## src/rtl/lfc_pkg.sv

```systemverilog
package lfc_pkg;
    typedef enum logic [2:0] {
        S_IDLE   = 3'd0,
        S_FIRST  = 3'd1,
        S_BURST  = 3'd2,
        S_FINISH = 3'd3,
        S_FAIL   = 3'd4
    } fill_state_e;
endpackage

```

## src/rtl/lfc_beat_ctr.sv

```systemverilog
module lfc_beat_ctr #(
    parameter int BEATS = 4,
    localparam int IDX_W = $clog2(BEATS)
) (
    input  logic             clk,
    input  logic             rst_n,
    input  logic             load,
    input  logic [IDX_W-1:0] load_idx,
    input  logic             step,
    output logic [IDX_W-1:0] idx,
    output logic             last
);
    logic [IDX_W-1:0] cnt_q;

    always_ff @(posedge clk) begin
        if (!rst_n) begin
            idx   <= '0;
            cnt_q <= '0;
        end else if (load) begin
            idx   <= load_idx;
            cnt_q <= '0;
        end else if (step) begin
            idx   <= idx + 1'b1;   // wraps inside the line
            cnt_q <= cnt_q + 1'b1;
        end
    end

    assign last = (cnt_q == IDX_W'(BEATS - 1));
endmodule

```

## src/rtl/lfc_fill_mask.sv

```systemverilog
module lfc_fill_mask #(
    parameter int BEATS = 4,
    localparam int IDX_W = $clog2(BEATS)
) (
    input  logic             clk,
    input  logic             rst_n,
    input  logic             clear,
    input  logic             set_en,
    input  logic [IDX_W-1:0] set_idx,
    output logic [BEATS-1:0] mask
);
    for (genvar g = 0; g < BEATS; g++) begin : g_entry
        always_ff @(posedge clk) begin
            if (!rst_n || clear)
                mask[g] <= 1'b0;
            else if (set_en && set_idx == IDX_W'(g))
                mask[g] <= 1'b1;
        end
    end
endmodule

```

## src/rtl/line_fill_ctrl.sv

```systemverilog
module line_fill_ctrl
    import lfc_pkg::*;
#(
    parameter int ADDR_W = 32,
    parameter int DATA_W = 32,
    parameter int BEATS  = 4,
    localparam int IDX_W  = $clog2(BEATS),
    localparam int OFF_W  = $clog2(DATA_W / 8),
    localparam int BASE_W = ADDR_W - IDX_W - OFF_W
) (
    input  logic              clk,
    input  logic              rst_n,
    input  logic              miss_req,
    input  logic [ADDR_W-1:0] miss_addr,
    output logic              busy,
    output logic              fill_done,
    output logic              fill_err,
    output logic              bus_cyc,
    output logic [ADDR_W-1:0] bus_addr,
    output logic              burst_req,
    input  logic              burst_ack,
    input  logic              sterm,
    input  logic              berr,
    input  logic [DATA_W-1:0] bus_data,
    output logic              lw_en,
    output logic [IDX_W-1:0]  lw_idx,
    output logic [DATA_W-1:0] lw_data,
    output logic              line_inval,
    output logic [BEATS-1:0]  fill_mask
);
    fill_state_e      state_q, state_d;
    logic [BASE_W-1:0] base_q;
    logic [IDX_W-1:0]  idx;
    logic              last;
    logic              accept, in_beat, beat_ok, beat_err;

    assign accept   = (state_q == S_IDLE) && miss_req;
    assign in_beat  = (state_q == S_FIRST) || (state_q == S_BURST);
    assign beat_err = in_beat && berr;
    assign beat_ok  = in_beat && sterm && !berr;

    lfc_beat_ctr #(.BEATS(BEATS)) u_ctr (
        .clk      (clk),
        .rst_n    (rst_n),
        .load     (accept),
        .load_idx (miss_addr[OFF_W +: IDX_W]),
        .step     (beat_ok),
        .idx      (idx),
        .last     (last)
    );

    lfc_fill_mask #(.BEATS(BEATS)) u_mask (
        .clk     (clk),
        .rst_n   (rst_n),
        .clear   (accept || state_q == S_FAIL),
        .set_en  (beat_ok),
        .set_idx (idx),
        .mask    (fill_mask)
    );

    always_ff @(posedge clk) begin
        if (!rst_n)
            base_q <= '0;
        else if (accept)
            base_q <= miss_addr[ADDR_W-1 -: BASE_W];
    end

    // state register
    always_ff @(posedge clk) begin
        if (!rst_n) state_q <= S_IDLE;
        else        state_q <= state_d;
    end

    // next state
    always_comb begin
        state_d = state_q;
        unique case (state_q)
            S_IDLE:   if (miss_req) state_d = S_FIRST;
            S_FIRST: begin
                if (beat_err)     state_d = S_FAIL;
                else if (beat_ok) state_d = burst_ack ? S_BURST : S_FINISH;
            end
            S_BURST: begin
                if (beat_err)             state_d = S_FAIL;
                else if (beat_ok && last) state_d = S_FINISH;
            end
            S_FINISH: state_d = S_IDLE;
            S_FAIL:   state_d = S_IDLE;
            default:  state_d = S_IDLE;
        endcase
    end

    // outputs
    always_comb begin
        busy       = 1'b1;
        fill_done  = 1'b0;
        fill_err   = 1'b0;
        line_inval = 1'b0;
        bus_cyc    = 1'b0;
        burst_req  = 1'b0;
        bus_addr   = '0;
        unique case (state_q)
            S_IDLE:   busy = 1'b0;
            S_FIRST: begin
                bus_cyc   = 1'b1;
                burst_req = (BEATS > 1);
                bus_addr  = {base_q, idx, {OFF_W{1'b0}}};
            end
            S_BURST: begin
                bus_cyc   = 1'b1;
                burst_req = !last;
                bus_addr  = {base_q, idx, {OFF_W{1'b0}}};
            end
            S_FINISH: fill_done = 1'b1;
            S_FAIL: begin
                fill_err   = 1'b1;
                line_inval = 1'b1;
            end
            default:  busy = 1'b0;
        endcase
    end

    assign lw_en   = beat_ok;
    assign lw_idx  = idx;
    assign lw_data = bus_data;
endmodule

```

## config.mk

```make
export PLATFORM = sky130hd
export DESIGN_NAME = line_fill_ctrl
export DESIGN_NICKNAME = d
export VERILOG_FILES = /design/src/rtl/lfc_pkg.sv /design/src/rtl/lfc_beat_ctr.sv /design/src/rtl/lfc_fill_mask.sv /design/src/rtl/line_fill_ctrl.sv
export SDC_FILE = /design/constraint.sdc
export NUM_CORES = 1
export LEC_CHECK = 0
export ABC_AREA = 1
export BUFFER_PORTS_ARGS = -buffer_cell sky130_fd_sc_hd__buf_2
export CAP_MARGIN = 20
export CORE_ASPECT_RATIO = 1.1
export CORE_MARGIN = 5
export CORE_UTILIZATION = 41
export CTS_CLUSTER_DIAMETER = 120
export DETAILED_ROUTE_END_ITERATION = 10
export HOLD_SLACK_MARGIN = 0.08
export PLACE_DENSITY = 0.83
export SYNTH_ARGS = -nofsm -noshare
export SYNTH_HDL_FRONTEND = slang
export SYNTH_SLANG_ARGS = --single-unit
```

## constraint.sdc

```tcl
create_clock -name clk -period 1.35 [get_ports clk]
set_input_delay 0.135 -clock clk [delete_from_list [all_inputs] [get_ports clk]]
set_output_delay 0.135 -clock clk [all_outputs]
set_load 0.02 [all_outputs]
```

==> results of run 1 <==
## kinds of logic after synthesis
| kind of cell | count (synthesis) | synth area share |
|---|---|---|
| buf+inv | 93 | 0.2483 |
| fa+ha+maj | 5 | 0.03058 |
| simple gates | 76 | 0.1719 |
| other cells | 1 | 0.001833 |
| xor+xnor | 1 | 0.004282 |
| flops | 39 | 0.3817 |
| compound gates | 66 | 0.1615 |
## timing repair
item / in CTS / in global routing
hold buffers: 0 / 0
buffers inserted: 6 / 2
pin swaps: 2 / 5
gates resized for setup: 103 / 43
cloned: 2 / 0
setup endpoints to repair: 35 / 45
## critical path: stages, from the launching register on
cell and delay, ns:
dfxtp_4 0.37, nor2_4 0.11, nand2_2 0.07, nand2_4 0.10, inv_8 0.06, buf_16 0.16, nor2_4 0.11, buf_6 0.12
## cell type report
type / count / area [µm²]
clock buffers: 6 / 72.57
clock inverters: 2 / 12.51
fillers: 437 / 1978
inverters: 46 / 185.2
multi-input cells: 150 / 997.2
flip-flops and latches: 39 / 792.0
well taps: 58 / 72.57
repair buffers: 95 / 822.0
## state kept, by name, summed over array words and instances (netlist names)
name,count
state_q,3
base_q,28
u_mask.mask,4
u_ctr.cnt_q,2
u_ctr.idx,2
## per-layer routing
| layer | vias up | routed length (µm) | global-route usage |
|---|---|---|---|
| li1 | 944 | - | - |
| met1 | 852 | 1953 | 0.1659 |
| met2 | 60 | 3057 | 0.2948 |
| met3 | 22 | 376 | 0.04536 |
| met4 | 0 | 123 | 0.07188 |
| met5 | - | 0 | 0 |
## report_power, final
group          switching (mW)  total, mW  internal, mW
logic                    2.38       4.13          1.75
clock network           0.415      0.776         0.361
registers               0.146       1.64          1.49
## worst paths after layout
kind,slack [ns],startpoint,to
worst max-delay path,-0.19,state_q[0]$_SDFFE_PN0P_,bus_addr[15]
worst min-delay path,0.11,miss_addr[28],base_q[24]$_SDFFE_PN0P_
worst max register to register,-0.02,state_q[0]$_SDFFE_PN0P_,base_q[8]$_SDFFE_PN0P_
worst min register to register,0.45,u_mask.mask[2]$_SDFFE_PP0P_,u_mask.mask[2]$_SDFFE_PP0P_
## cell usage after synthesis, drive strengths merged (4+ instances only)
cell    instances
a21oi          34
buf            43
o21ai          32
nand3           8
dfxtp          39
nand2          24
ha              5
nor2           39
inv            45
clkbuf          4
## per-stage QoR
step	hold WS [ns]	instances	instance area (µm²)	util
6_report	0.1141	396	2954	0.5989
4_1_cts	0.1102	394	2793	0.5662
3_5_place_dp	0.2701	378	2290	0.4642
2_1_floorplan	0.2734	282	2054	-
5_1_grt	0.1187	396	2954	0.5989
3_3_place_gp	0.2701	378	2290	0.4642
==> reports/metrics.cfg, run 1 <==
[global_route]
grt_usage = 0.1607
grt_first_pass_wirelength_um = 8487
grt-ovfl-total = 0
grt_max_degree = 35
grt_pass1_vias = 1793
antenna_found_initial = 0

[place]
gp_congestion = 0.8620
port_buffers = 78
post-place-ws_ns = -0.01332
post-dp-hpwl_um = 3433

[routing]
vias_per_cell = 4.742
totalWireLength_um = 5511
num_vias = 1878
first_pass_iters = 4
drt-initial-drc-count = 74
ant_nets = 0
avgRoutedWirePerCell_um = 13.92
drc = 0

[status]
status = complete, but fails checks
violations = negative setup slack

[critical_path]
cp.arrival_ns = 1.41
worstRegToRegCells = 6
cp.required_ns = 1.22
setup.worst_path.class = flop to primary output
start_kind = flop
path_max_fanout = 8
crit_path_end_kind = primary output

[floorplanning]
core_area_um2 = 4932
initial_core_util = 0.4148
die_h_um = 84.09
die_area_um2 = 6504
dieWidth_um = 77.35
rows = 27
io-pin-count = 147

[pwr]
p_total_mw = 6.543
p_per_area_nw_per_um2 = 2215
p_leak_nw = 1.294
ir_drop_mv = 1.058

[yosys]
synth_area_um2 = 2046
synth-async-reset-ratio = 0
synthFlopType = dfxtp_1
synth_top_cell_area_share = 0.3817
yosysSeqAreaShare = 0.3817
synth_area_leaders = dfxtp_1, buf_4, a21oi_1, inv_1, o21ai_0
ys_ff_latch = 39
syn_inst = 281
ys_types = 30
yosysTopAreaCell = dfxtp_1
avgSynthCellArea_um2 = 7.280
synth_edf_count = 0
yosys_warnings = 0

[clock_network]
cts_max_path_buffers = 2
clkLatencyLatePin_ns = 0.29
clock-sinks = 39
ctsHtreeMaxLevel = 2
cts_tree = done
clk_pin_slew_ns = 0.08
cts_buffers = 5
clockRootBuffer = clkbuf_8

[finish]
layout-drive-gt1-share = 0.4527
num_antenna_cells = 0
mostFrequentLayoutCell = buf_2
mostFrequentLayoutCells = buf_2, inv_1, dfxtp_1
syn2layout_area_growth_pct = 44.40
nets = 412

[sta]
min_period_over_period = 1.141
rsz0062_at_grt = true
min_period_ns = 1.540
setup_slack_ns = -0.1901
setup_viol = 40
tns_ns = -5.037
fmax_mhz = 649.3
slew_viol_final = 0
fin_worst_skew_ns = 0.006120
hold_viol = 0

[worst_hold_path]
holdPathStages = 3
hold_path.class = primary input to flop

[flow_run]
timing.max_cap.violations = 0

(Power assumes the default switching activity.)
==> inputs of run 2 (changes only) <==
Settings changed: PLACE_DENSITY 0.83 to unset, PLACE_DENSITY_LB_ADDON set to 0.3.
==> run 2 against run 1 <==
  * The run still ends with negative setup slack left
  * Register-to-register slack worse by 0.09 ns
  * Largest power group unchanged
  * Final cell count is 0.76% higher
  * Non-clock buffer count grew 3
==> reports/metrics.cfg, run 2 (synthesized netlist as in run 1, its figures left out) <==
[pwr]
ir_drop_mv = 1.059  ; +0.11%
p_leak_nw = 1.331  ; +2.9%
p_per_area_nw_per_um2 = 2283  ; +3.1%

[critical_path]
r2r_end = base_q[14]$_SDFFE_PN0P_
ff2ff_setup_slack_ns = -0.11  ; -0.09 ns
worstRegToRegCells = 6  ; unchanged
cp.required_ns = 1.22  ; about the same
setup.worst_path.start = state_q[0]$_SDFFE_PN0P_
crit_path_end = bus_addr[12]
setup.worst_path.class = flop to primary output
crit_path_end_kind = primary output
cp.arrival_ns = 1.41  ; about the same
start_kind = flop
r2r-start = state_q[0]$_SDFFE_PN0P_
path_max_fanout = 8  ; unchanged

[status]
status = complete, but fails checks
violations = negative setup slack

[clock_network]
ctsHtreeMaxLevel = 2  ; unchanged
cts_max_path_buffers = 2  ; unchanged
clockRootBuffer = clkbuf_8
cts_buffers = 5  ; unchanged
clk_pin_slew_ns = 0.08  ; about the same
cts_tree = done
cts_hold_buf = 0  ; unchanged
clock-sinks = 39  ; unchanged
clkLatencyLatePin_ns = 0.29  ; about the same

[global_route]
grt_usage = 0.1528  ; -0.007942
antenna_found_initial = 0  ; unchanged
grt-ovfl-total = 0  ; unchanged
grt_first_pass_wirelength_um = 8155  ; -3.9%
grt_max_degree = 27  ; -23%
grt_pass1_vias = 1801  ; +0.45%

[sta]
fmax_mhz = 647.0  ; -0.35%
min_period_ns = 1.546  ; +0.005400 ns
min_period_over_period = 1.145  ; +0.004000
setup_viol = 43  ; +7.5%
rsz0062_at_grt = true
slew_viol_final = 0  ; unchanged
fin_worst_skew_ns = 0.01146  ; +0.005337 ns
hold_viol = 0  ; unchanged
setup_slack_ns = -0.1955  ; -0.005400 ns

[finish]
fillers = 436  ; -0.23%
nets = 415  ; +0.73%
syn2layout_area_growth_pct = 47.28
largest_reg_flops = 28  ; unchanged
mostFrequentLayoutCells = inv_1, buf_2, dfxtp_1
reg_top3 = base_q: 28 flops, u_mask.mask: 4 flops, state_q: 3 flops
top_register = base_q
layout-drive-gt1-share = 0.4575  ; +0.004815
post-route-util = 0.6109  ; +0.01192
num_antenna_cells = 0  ; unchanged

[place]
post-dp-hpwl_um = 3293  ; -4.1%
gp_congestion = 0.8393  ; -2.6%
post-place-ws_ns = -0.03005  ; -0.01674 ns
port_buffers = 78  ; unchanged

[routing]
avgRoutedWirePerCell_um = 13.03  ; -6.4%
drc = 0  ; unchanged
num_vias = 1871  ; -0.37%
drt-initial-drc-count = 71  ; -4.1%
first_pass_iters = 4  ; unchanged
totalWireLength_um = 5197  ; -5.7%
vias_per_cell = 4.689  ; -1.1%
ant_nets = 0  ; unchanged

[floorplanning]
dieWidth_um = 77.35  ; unchanged
initial_core_util = 0.4148  ; unchanged
core_area_um2 = 4932  ; unchanged
rows = 27  ; unchanged
die_h_um = 84.09  ; unchanged
io-pin-count = 147  ; unchanged
die_area_um2 = 6504  ; unchanged

[flow_run]
timing.max_cap.violations = 0  ; unchanged

[worst_hold_path]
hold_path.class = primary input to flop

-- run 2: cell types whose count changed in the layout (fill, tap and decap cells not counted), sizes merged --
cell / previous run / this run
buf: 95 / 98
bufinv: 0 / 2
clkinv: 2 / 1
clkinvlp: 1 / 0
-- run 2: metrics by stage --
stage	hold WS (ns)	setup TNS, ns	total power [mW]	instance area (µm²)	instances
3_5_place_dp	0.2701	-0.1935	4.157	2280	380
4_1_cts	0.1105	-5.499	6.525	2839	396
2_1_floorplan	0.2734	0	3.482	2054	282
3_3_place_gp	0.2701	-0.01504	4.118	2280	380
6_report	0.1120	-5.955	6.879	3013	399
5_1_grt	0.1079	-10.98	7.280	3013	399
-- run 2: layout make-up --
class	instances	area, µm²	share of cell area
clock buffer	6	72.57	0.02409
clock inverter	2	60.06	0.01993
inverter	46	187.7	0.06229
multi-input combinational	150	998.5	0.3314
sequential	39	792.0	0.2629
tap	58	72.57	0.02409
timing repair buffer	98	829.5	0.2753
-- run 2: power breakdown --
group	internal [mW]	switching (mW)	leakage (nW)	total, mW
sequential	1.49	0.155	0.323	1.64
clock	0.739	0.405	0.0654	1.14
combinational	1.73	2.36	0.943	4.09
total	3.96	2.92	1.33	6.88
-- run 2: per-layer routing --
metal	global-route usage	wire length, µm
met5	0	0
met2	0.2450	2637
met1	0.1834	2100
met3	0.05508	392
met4	0.06250	67
-- run 2: worst max-delay path, stage by stage (launching register included) --
cell	delay (ns)
dfxtp_4	0.38
nor2_4	0.12
nand2_2	0.08
nand2_4	0.11
inv_8	0.06
buf_12	0.15
nor2_4	0.09
buf_6	0.12
-- run 2: how the worst min path moves through the flow --
| stage | endpoint | cells after the start | from |
|---|---|---|---|
| 6_report | base_q[10]$_SDFFE_PN0P_ | 3 | miss_addr[14] |
| 5_1_grt | base_q[15]$_SDFFE_PN0P_ | 3 | miss_addr[19] |
| 4_1_cts | base_q[26]$_SDFFE_PN0P_ | 3 | miss_addr[30] |
| 3_5_place_dp | lw_data[19] | 0 | bus_data[19] |
| 3_3_place_gp | lw_data[19] | 0 | bus_data[19] |
| 2_1_floorplan | base_q[27]$_SDFFE_PN0P_ | 2 | rst_n |
-- run 2: timing repair --
action / in CTS / in global routing
resized for setup: 106 / 45
setup endpoints to repair: 37 / 46
cloned: 2 / 0
setup buffers: 6 / 3
pin swaps: 3 / 3
